### src/rtl/dtc_pkg.sv
package dtc_pkg;
  localparam int BYTE_W  = 8;
  localparam int PRE_W   = 5;
  localparam int NUM_TMR = 2;
  localparam int ADDR_W  = 3;
  localparam int CFG_W   = 4;
  localparam int A_CFG   = 0;
  localparam int A_CTRL  = 1;
  localparam int A_CNT0  = 2;
  localparam int RUN_LSB = 0;
  localparam int FLG_LSB = 2;

  typedef enum logic [1:0] {
    MODE_13     = 2'd0,
    MODE_16     = 2'd1,
    MODE_RELOAD = 2'd2,
    MODE_SPLIT  = 2'd3
  } tmr_mode_e;

  typedef struct packed {
    logic      gate;
    logic      ext_sel;
    tmr_mode_e mode;
  } tmr_cfg_t;

  typedef struct packed {
    logic              ovf;
    logic [BYTE_W-1:0] hi;
    logic [BYTE_W-1:0] lo;
  } step_t;

  // One count step for the main counter of a timer in a given mode.
  function automatic step_t count_step(input tmr_mode_e m,
                                       input logic [BYTE_W-1:0] hi,
                                       input logic [BYTE_W-1:0] lo);
    step_t r;
    logic [BYTE_W+PRE_W:0] w13;
    logic [2*BYTE_W:0]     w16;
    r.ovf = 1'b0;
    r.hi  = hi;
    r.lo  = lo;
    w13   = '0;
    w16   = '0;
    case (m)
      MODE_13: begin
        w13   = {1'b0, hi, lo[PRE_W-1:0]} + 1'b1;
        r.ovf = w13[BYTE_W+PRE_W];
        r.hi  = w13[BYTE_W+PRE_W-1:PRE_W];
        r.lo  = {lo[BYTE_W-1:PRE_W], w13[PRE_W-1:0]};
      end
      MODE_16: begin
        w16 = {1'b0, hi, lo} + 1'b1;
        {r.ovf, r.hi, r.lo} = w16;
      end
      MODE_RELOAD: begin
        if (&lo) begin
          r.lo  = hi;
          r.ovf = 1'b1;
        end else begin
          r.lo = lo + 1'b1;
        end
      end
      default: begin
        {r.ovf, r.lo} = {1'b0, lo} + 1'b1;
      end
    endcase
    return r;
  endfunction
endpackage

### src/rtl/dtc_edge_det.sv
module dtc_edge_det (
  input  logic clk,
  input  logic rst_n,
  input  logic cyc_en,
  input  logic pin_i,
  output logic fall_o
);
  logic smp_q;

  always_ff @(posedge clk or negedge rst_n) begin
    if (!rst_n)      smp_q <= 1'b0;
    else if (cyc_en) smp_q <= pin_i;
  end

  assign fall_o = cyc_en & smp_q & ~pin_i;


  fall_spacing_chk: assert property (@(posedge clk) disable iff (!rst_n)
    fall_o |=> !fall_o);
endmodule

### src/rtl/dtc_unit.sv
module dtc_unit
  import dtc_pkg::*;
(
  input  logic              clk,
  input  logic              rst_n,
  input  logic              cyc_en,
  input  tmr_cfg_t          cfg,
  input  logic              run,
  input  logic              gate_pin,
  input  logic              fall,
  input  logic              freeze,
  input  logic              aux_run,
  input  logic              wr_lo,
  input  logic              wr_hi,
  input  logic [BYTE_W-1:0] wdata,
  output logic [BYTE_W-1:0] lo_q,
  output logic [BYTE_W-1:0] hi_q,
  output logic              ovf_main,
  output logic              ovf_aux
);
  logic  split, enable_ok, src, main_tick, aux_tick;
  logic  lo_blk, hi_blk, main_go, aux_go;
  step_t step;

  assign split     = (cfg.mode == MODE_SPLIT);
  assign enable_ok = run & (~cfg.gate | gate_pin);
  assign src       = cfg.ext_sel ? fall : cyc_en;
  assign main_tick = enable_ok & src & ~freeze;
  assign aux_tick  = split & aux_run & cyc_en;
  assign step      = count_step(cfg.mode, hi_q, lo_q);
  assign lo_blk    = wr_lo | (~split & wr_hi);
  assign hi_blk    = wr_hi | (~split & wr_lo);
  assign main_go   = main_tick & ~lo_blk & ~(hi_blk & ~split);
  assign aux_go    = aux_tick & ~wr_hi;
  assign ovf_main  = main_go & step.ovf;
  assign ovf_aux   = aux_go & (&hi_q);

  always_ff @(posedge clk or negedge rst_n) begin
    if (!rst_n) begin
      lo_q <= '0;
      hi_q <= '0;
    end else begin
      if (wr_lo)        lo_q <= wdata;
      else if (main_go) lo_q <= step.lo;
      if (wr_hi)                  hi_q <= wdata;
      else if (aux_go)            hi_q <= hi_q + 1'b1;
      else if (main_go && !split) hi_q <= step.hi;
    end
  end


  idle_hold_chk: assert property (@(posedge clk) disable iff (!rst_n)
    (!main_go && !aux_go && !wr_lo && !wr_hi) |=> ($stable(lo_q) && $stable(hi_q)));

  reload_chk: assert property (@(posedge clk) disable iff (!rst_n)
    (main_go && cfg.mode == MODE_RELOAD && (&lo_q) && !wr_hi)
      |=> (lo_q == $past(hi_q) && $stable(hi_q)));

  write_wins_chk: assert property (@(posedge clk) disable iff (!rst_n)
    wr_lo |=> (lo_q == $past(wdata)));
endmodule

### src/rtl/dual_timer_top.sv
module dual_timer_top
  import dtc_pkg::*;
(
  input  logic               clk,
  input  logic               rst_n,
  input  logic               cyc_en,
  input  logic [NUM_TMR-1:0] ext_cnt_in,
  input  logic [NUM_TMR-1:0] gate_in,
  input  logic               bus_we,
  input  logic [ADDR_W-1:0]  bus_addr,
  input  logic [BYTE_W-1:0]  bus_wdata,
  output logic [BYTE_W-1:0]  bus_rdata,
  input  logic [NUM_TMR-1:0] ovf_ack,
  output logic [NUM_TMR-1:0] ovf_flag
);
  localparam int CFG_TOT = CFG_W * NUM_TMR;

  logic [CFG_TOT-1:0] cfg_q;
  logic [NUM_TMR-1:0] run_q, flag_q, flag_set, ovf_main, ovf_aux;
  logic [BYTE_W-1:0]  lo_arr [NUM_TMR];
  logic [BYTE_W-1:0]  hi_arr [NUM_TMR];
  logic               wr_cfg, wr_ctrl, t0_split;
  tmr_cfg_t           cfg0;

  assign wr_cfg   = bus_we && (bus_addr == ADDR_W'(A_CFG));
  assign wr_ctrl  = bus_we && (bus_addr == ADDR_W'(A_CTRL));
  assign cfg0     = tmr_cfg_t'(cfg_q[CFG_W-1:0]);
  assign t0_split = (cfg0.mode == MODE_SPLIT);

  for (genvar i = 0; i < NUM_TMR; i++) begin : g_tmr
    tmr_cfg_t cfg;
    logic     fall, freeze, aux_run, wr_lo, wr_hi;
    assign cfg   = tmr_cfg_t'(cfg_q[CFG_W*i +: CFG_W]);
    assign wr_lo = bus_we && (bus_addr == ADDR_W'(A_CNT0 + 2*i));
    assign wr_hi = bus_we && (bus_addr == ADDR_W'(A_CNT0 + 2*i + 1));
    if (i == 0) begin : g_owner
      assign freeze  = 1'b0;
      assign aux_run = run_q[NUM_TMR-1];
    end else begin : g_peer
      assign freeze  = (cfg.mode == MODE_SPLIT);
      assign aux_run = 1'b0;
    end

    dtc_edge_det u_edge (
      .clk(clk), .rst_n(rst_n), .cyc_en(cyc_en),
      .pin_i(ext_cnt_in[i]), .fall_o(fall)
    );

    dtc_unit u_unit (
      .clk(clk), .rst_n(rst_n), .cyc_en(cyc_en), .cfg(cfg),
      .run(run_q[i]), .gate_pin(gate_in[i]), .fall(fall),
      .freeze(freeze), .aux_run(aux_run),
      .wr_lo(wr_lo), .wr_hi(wr_hi), .wdata(bus_wdata),
      .lo_q(lo_arr[i]), .hi_q(hi_arr[i]),
      .ovf_main(ovf_main[i]), .ovf_aux(ovf_aux[i])
    );


    split_freeze_chk: assert property (@(posedge clk) disable iff (!rst_n)
      (freeze && !wr_lo && !wr_hi) |=> ($stable(lo_arr[i]) && $stable(hi_arr[i])));
  end

  assign flag_set[0] = ovf_main[0];
  assign flag_set[1] = ovf_aux[0] | ovf_aux[1] | (ovf_main[1] & ~t0_split);

  always_ff @(posedge clk or negedge rst_n) begin
    if (!rst_n) begin
      cfg_q  <= '0;
      run_q  <= '0;
      flag_q <= '0;
    end else begin
      if (wr_cfg)  cfg_q <= bus_wdata[CFG_TOT-1:0];
      if (wr_ctrl) run_q <= bus_wdata[RUN_LSB +: NUM_TMR];
      for (int k = 0; k < NUM_TMR; k++) begin
        if (flag_set[k])    flag_q[k] <= 1'b1;
        else if (wr_ctrl)   flag_q[k] <= bus_wdata[FLG_LSB + k];
        else if (ovf_ack[k]) flag_q[k] <= 1'b0;
      end
    end
  end

  always_comb begin
    bus_rdata = '0;
    case (bus_addr)
      ADDR_W'(A_CFG):  bus_rdata = cfg_q;
      ADDR_W'(A_CTRL): bus_rdata = BYTE_W'({flag_q, run_q});
      ADDR_W'(A_CNT0):     bus_rdata = lo_arr[0];
      ADDR_W'(A_CNT0 + 1): bus_rdata = hi_arr[0];
      ADDR_W'(A_CNT0 + 2): bus_rdata = lo_arr[1];
      ADDR_W'(A_CNT0 + 3): bus_rdata = hi_arr[1];
      default:         bus_rdata = '0;
    endcase
  end

  assign ovf_flag = flag_q;


  flag_set_chk: assert property (@(posedge clk) disable iff (!rst_n)
    flag_set[0] |=> ovf_flag[0]);

  ack_clear_chk: assert property (@(posedge clk) disable iff (!rst_n)
    (ovf_ack[0] && !flag_set[0] && !wr_ctrl) |=> !ovf_flag[0]);

  flag_hold_chk: assert property (@(posedge clk) disable iff (!rst_n)
    (ovf_flag[1] && !ovf_ack[1] && !wr_ctrl) |=> ovf_flag[1]);
endmodule

### config.mk
export PLATFORM = sky130hd
export DESIGN_NAME = dual_timer_top
export DESIGN_NICKNAME = d
export VERILOG_FILES = /design/src/rtl/dtc_pkg.sv /design/src/rtl/dtc_edge_det.sv /design/src/rtl/dtc_unit.sv /design/src/rtl/dual_timer_top.sv
export SDC_FILE = /design/constraint.sdc
export NUM_CORES = 1
export LEC_CHECK = 0
export ABC_AREA = 1
export BUFFER_PORTS_ARGS = -buffer_cell sky130_fd_sc_hd__buf_4
export CORE_UTILIZATION = 65
export DETAILED_ROUTE_END_ITERATION = 10
export PLACE_DENSITY = 0.86
export SETUP_SLACK_MARGIN = 0.1
export SLEW_MARGIN = 10
export SYNTH_ARGS = -nofsm -noshare
export SYNTH_HDL_FRONTEND = slang
export SYNTH_SLANG_ARGS = --single-unit
### constraint.sdc
create_clock -name clk -period 4.92 [get_ports clk]
set_input_delay 0.492 -clock clk [delete_from_list [all_inputs] [get_ports clk]]
set_output_delay 0.492 -clock clk [all_outputs]
set_load 0.005 [all_outputs]
==> summary.md <==
| Metric | Value |
|---|---|
| Status | `finished, final reports clean` |
| LEAKAGE | `about 2.1 nW` |
| Clock transition at path regs | `about 0.09 ns` |
| Final hold violations | `0` |
| Design Area, Final | `between 0.004 and 0.005 sq mm` |
| FMAX | `~460 MHz` |
| Later-pin clock latency in the skew report | `between 0.3 and 0.4 ns` |
| Global-route wire length before repair | `between 15 and 20 mm` |
| # Max-Cap Violations | `0` |
| Core ar. | `around 0.0055 sq mm` |
| Initial antenna violation count | `0` |
| Most frequent cells in the layout | `nand2_1, inv_1, nand3_1` |
| Hold Buf Count CTS | `0` |
| Drt via density | `6.115` |
| Overall Global Routing Usage | `between 40% and 50%` |
| Relative slew slack | `a little under three fifths` |
| DR pass1 iterations | `6` |
| Via Count | `4,201` |
| Syn nets | `roughly 600` |
| Layout cells sized above 1 | `between 10% and 20%` |
| Final WL | `11.72 mm` |
| Worst-margin pin slew | `roughly 0.65 ns` |
| Post-Synthesis Cells | `between 500 and 600` |
| R2R Setup Slk | `around 2.8 ns` |
| Setup TNS | `0 ns` |
| CTS Buf Count | `5` |
| Post-Syn Area | `approximately 0.0037 sq mm` |
| Hpwl dp | `roughly 8.9 mm` |
| Total design power | `around 1.7 mW` |
| Final setup fails | `0` |
| Most area-consuming cells after synthesis | `dfrtp_1, nand2_1, inv_1, nand3_1, o21ai_0` |
| R2r endpoint | `g_tmr[1].u_unit.lo_q[6]` |
| Worst r2r src | `g_tmr[1].u_unit.lo_q[0]` |
| Syn. warnings | `0` |
| Number of port buffers | `30` |
| Post-CTS setup buffers | `0` |
| Iteration-0 DRC Markers | `495` |
| Min Tclk post-route | `2.182 ns` |
| Skew final | `about 0.0089 ns` |
| Distinct cell type count after synthesis | `35` |
| Yosys reg bits | `46` |
| Final Non-Filler Cells | `about 700` |
| Crit-path slowest cell | `nand2_1` |
| Crit path required time | `4.43 ns` |
| Critical path's largest stage delay | `between 0.2 and 0.25 ns` |
| HP Class | `in2async` |
| Worst VDD drop | `between 0.2 and 0.3 mV` |
| Cell type with the largest total area after synthesis | `dfrtp_1` |
| Critical Path Fanout Max | `6` |
| I/O pin total | `31` |
| CTS root buf | `clkbuf_8` |
| Worst EP arrival | `around 1.7 ns` |
| Post-CTS sizing | `0` |
| Initial Util | `between 60 and 70%` |
| # rows | `27` |
| Syn Area/Cell | `6.370 sq um` |
| Clock sinks | `46` |
| WL/cell | `17.06 um` |
| Final core utilization | `around 75%` |
| Inst Count DP | `679` |
| Largest net degree at the start of global routing | `between 40 and 50` |
| CP Capture Type | `output pin` |
| Crit Path Class | `in2out` |
| Vias in the first global route | `3,971` |
| Pwr per Cell Area | `a little over 400 mW/mm^2` |
| Area growth, synth to finish | `10.95%` |
| Slew Viols, Final | `0` |
| Commonest non-fill, non-tap cell in the layout | `nand2_1` |
| Fin crit share | `44.35%` |
| Sequential share of the synthesized area | `about 31%` |
| Die X | `approximately 77 um` |
| Drt drc | `0` |
| Die Y | `approximately 77 um` |
| Top cell type's share of synthesized area | `just over 30%` |
| Clock Path Buffers | `2` |
| Post-DP Area | `about 0.004 sq mm` |
| Worst-path cell chain | `buf_4, inv_1, nor2_2, nand2_1, inv_1, nand2_1, o21ai_0, a21oi_1, o221ai_1, buf_4` |
| Max H-tree Level | `2` |
| ANT cells | `0` |
| Post-layout nets | `~640` |
| Die area | `0.006000 sq mm` |
| RSZ-0062 raised after global routing | `false` |
| CP Launch Type | `input port` |
| Reg2Reg Depth | `8` |
| Gr ovfl total | `0` |
| CTS tree | `built` |
| Gp weighted congestion | `roughly 1` |
| Post-detailed-route count of antenna-violating nets | `0` |
## area by class of cell
class / instances / area (sq um)
Sequential cell: 46 / 1151
Fill cell: 468 / 1400
Multi-Input combinational cell: 440 / 2190
Clock buffer: 5 / 68.82
Clock inverter: 3 / 40.04
Timing Repair Buffer: 30 / 225.2
Inverter: 91 / 341.6
Tap cell: 72 / 90.09
## critical path: cells and delay by family
| family | cells | cell delay [ns] |
|---|---|---|
| buffers and inverters | 4 | 0.50 |
| and+or+nand+nor | 3 | 0.33 |
| AOI/OAI and AO/OA | 3 | 0.37 |
## state kept, by name (all words and copies together), names as in the netlist
name and flops:
cfg_q 8, g_tmr.u_unit.lo_q 16, run_q 2, g_tmr.u_unit.hi_q 16, ovf_flag 2, g_tmr.u_edge.smp_q 2
## cells in the mapped netlist (all sizes together)
master / n
o21ai: 40
mux2: 1
a31oi: 2
clkbuf: 1
a221oi: 1
o211ai: 10
nand4: 17
nand2: 205
buf: 3
inv: 87
dfrtp: 46
nand3b: 2
a21oi: 16
o22ai: 6
xor2: 11
nand3: 57
clkinv: 4
nor4: 2
nor2: 46
o221ai: 6
nor3: 10
xnor2: 1
or2: 1
o2111ai: 3
ha: 3
## where the power goes
group	internal, mW	switching, mW
logic	0.251	0.446
clock network	0.150	0.140
registers	0.509	0.209
total	0.909	0.796
## routing by layer
| metal | wire (um) | part of all wire, % | track usage [%] | up-vias |
|---|---|---|---|---|
| li1 | - | - | - | 1968 |
| met1 | 4327 | 37 | 51.09 | 1857 |
| met2 | 5356 | 46 | 67.43 | 311 |
| met3 | 1358 | 12 | 6.706 | 65 |
| met4 | 680 | 5.8 | 24.15 | 0 |
| met5 | 0 | 0 | 0 | - |
## how the worst max path moves through the flow
stage	start	end	slack (ns)
floorplan	bus_addr[2]	bus_rdata[5]	3.21
global placement	bus_addr[2]	bus_rdata[5]	2.81
detailed placement	bus_addr[2]	bus_rdata[5]	2.76
global route	g_tmr[1].u_unit.lo_q[0]	g_tmr[1].u_unit.lo_q[5]	2.62
finish	bus_addr[2]	bus_rdata[5]	2.74
CTS	bus_addr[2]	bus_rdata[5]	2.77
## stage by stage
step	setup slack, ns	hold slack, ns
after floorplan	3.210	0.1964
after global placement	2.812	0.4980
after detailed placement	2.764	0.5067
after CTS	2.771	0.2138
after global routing	2.619	0.2433
final	2.738	0.1844
## kinds of logic (layout without fill, tap and decap cells)
family                     after synthesis  in the layout  share of synthesized area (%)
and+or+nand+nor                        340            340                          41.18
DFF                                     46             46                          31.10
buffers and inverters                   95            129                          9.736
muxes                                    1              1                         0.3042
adders and majority gates                3              3                          1.014
xor gates and xnor gates                12             12                          2.840
AOI/OAI and AO/OA                       84             84                          13.83
Power figures use the tool's default switching activity.
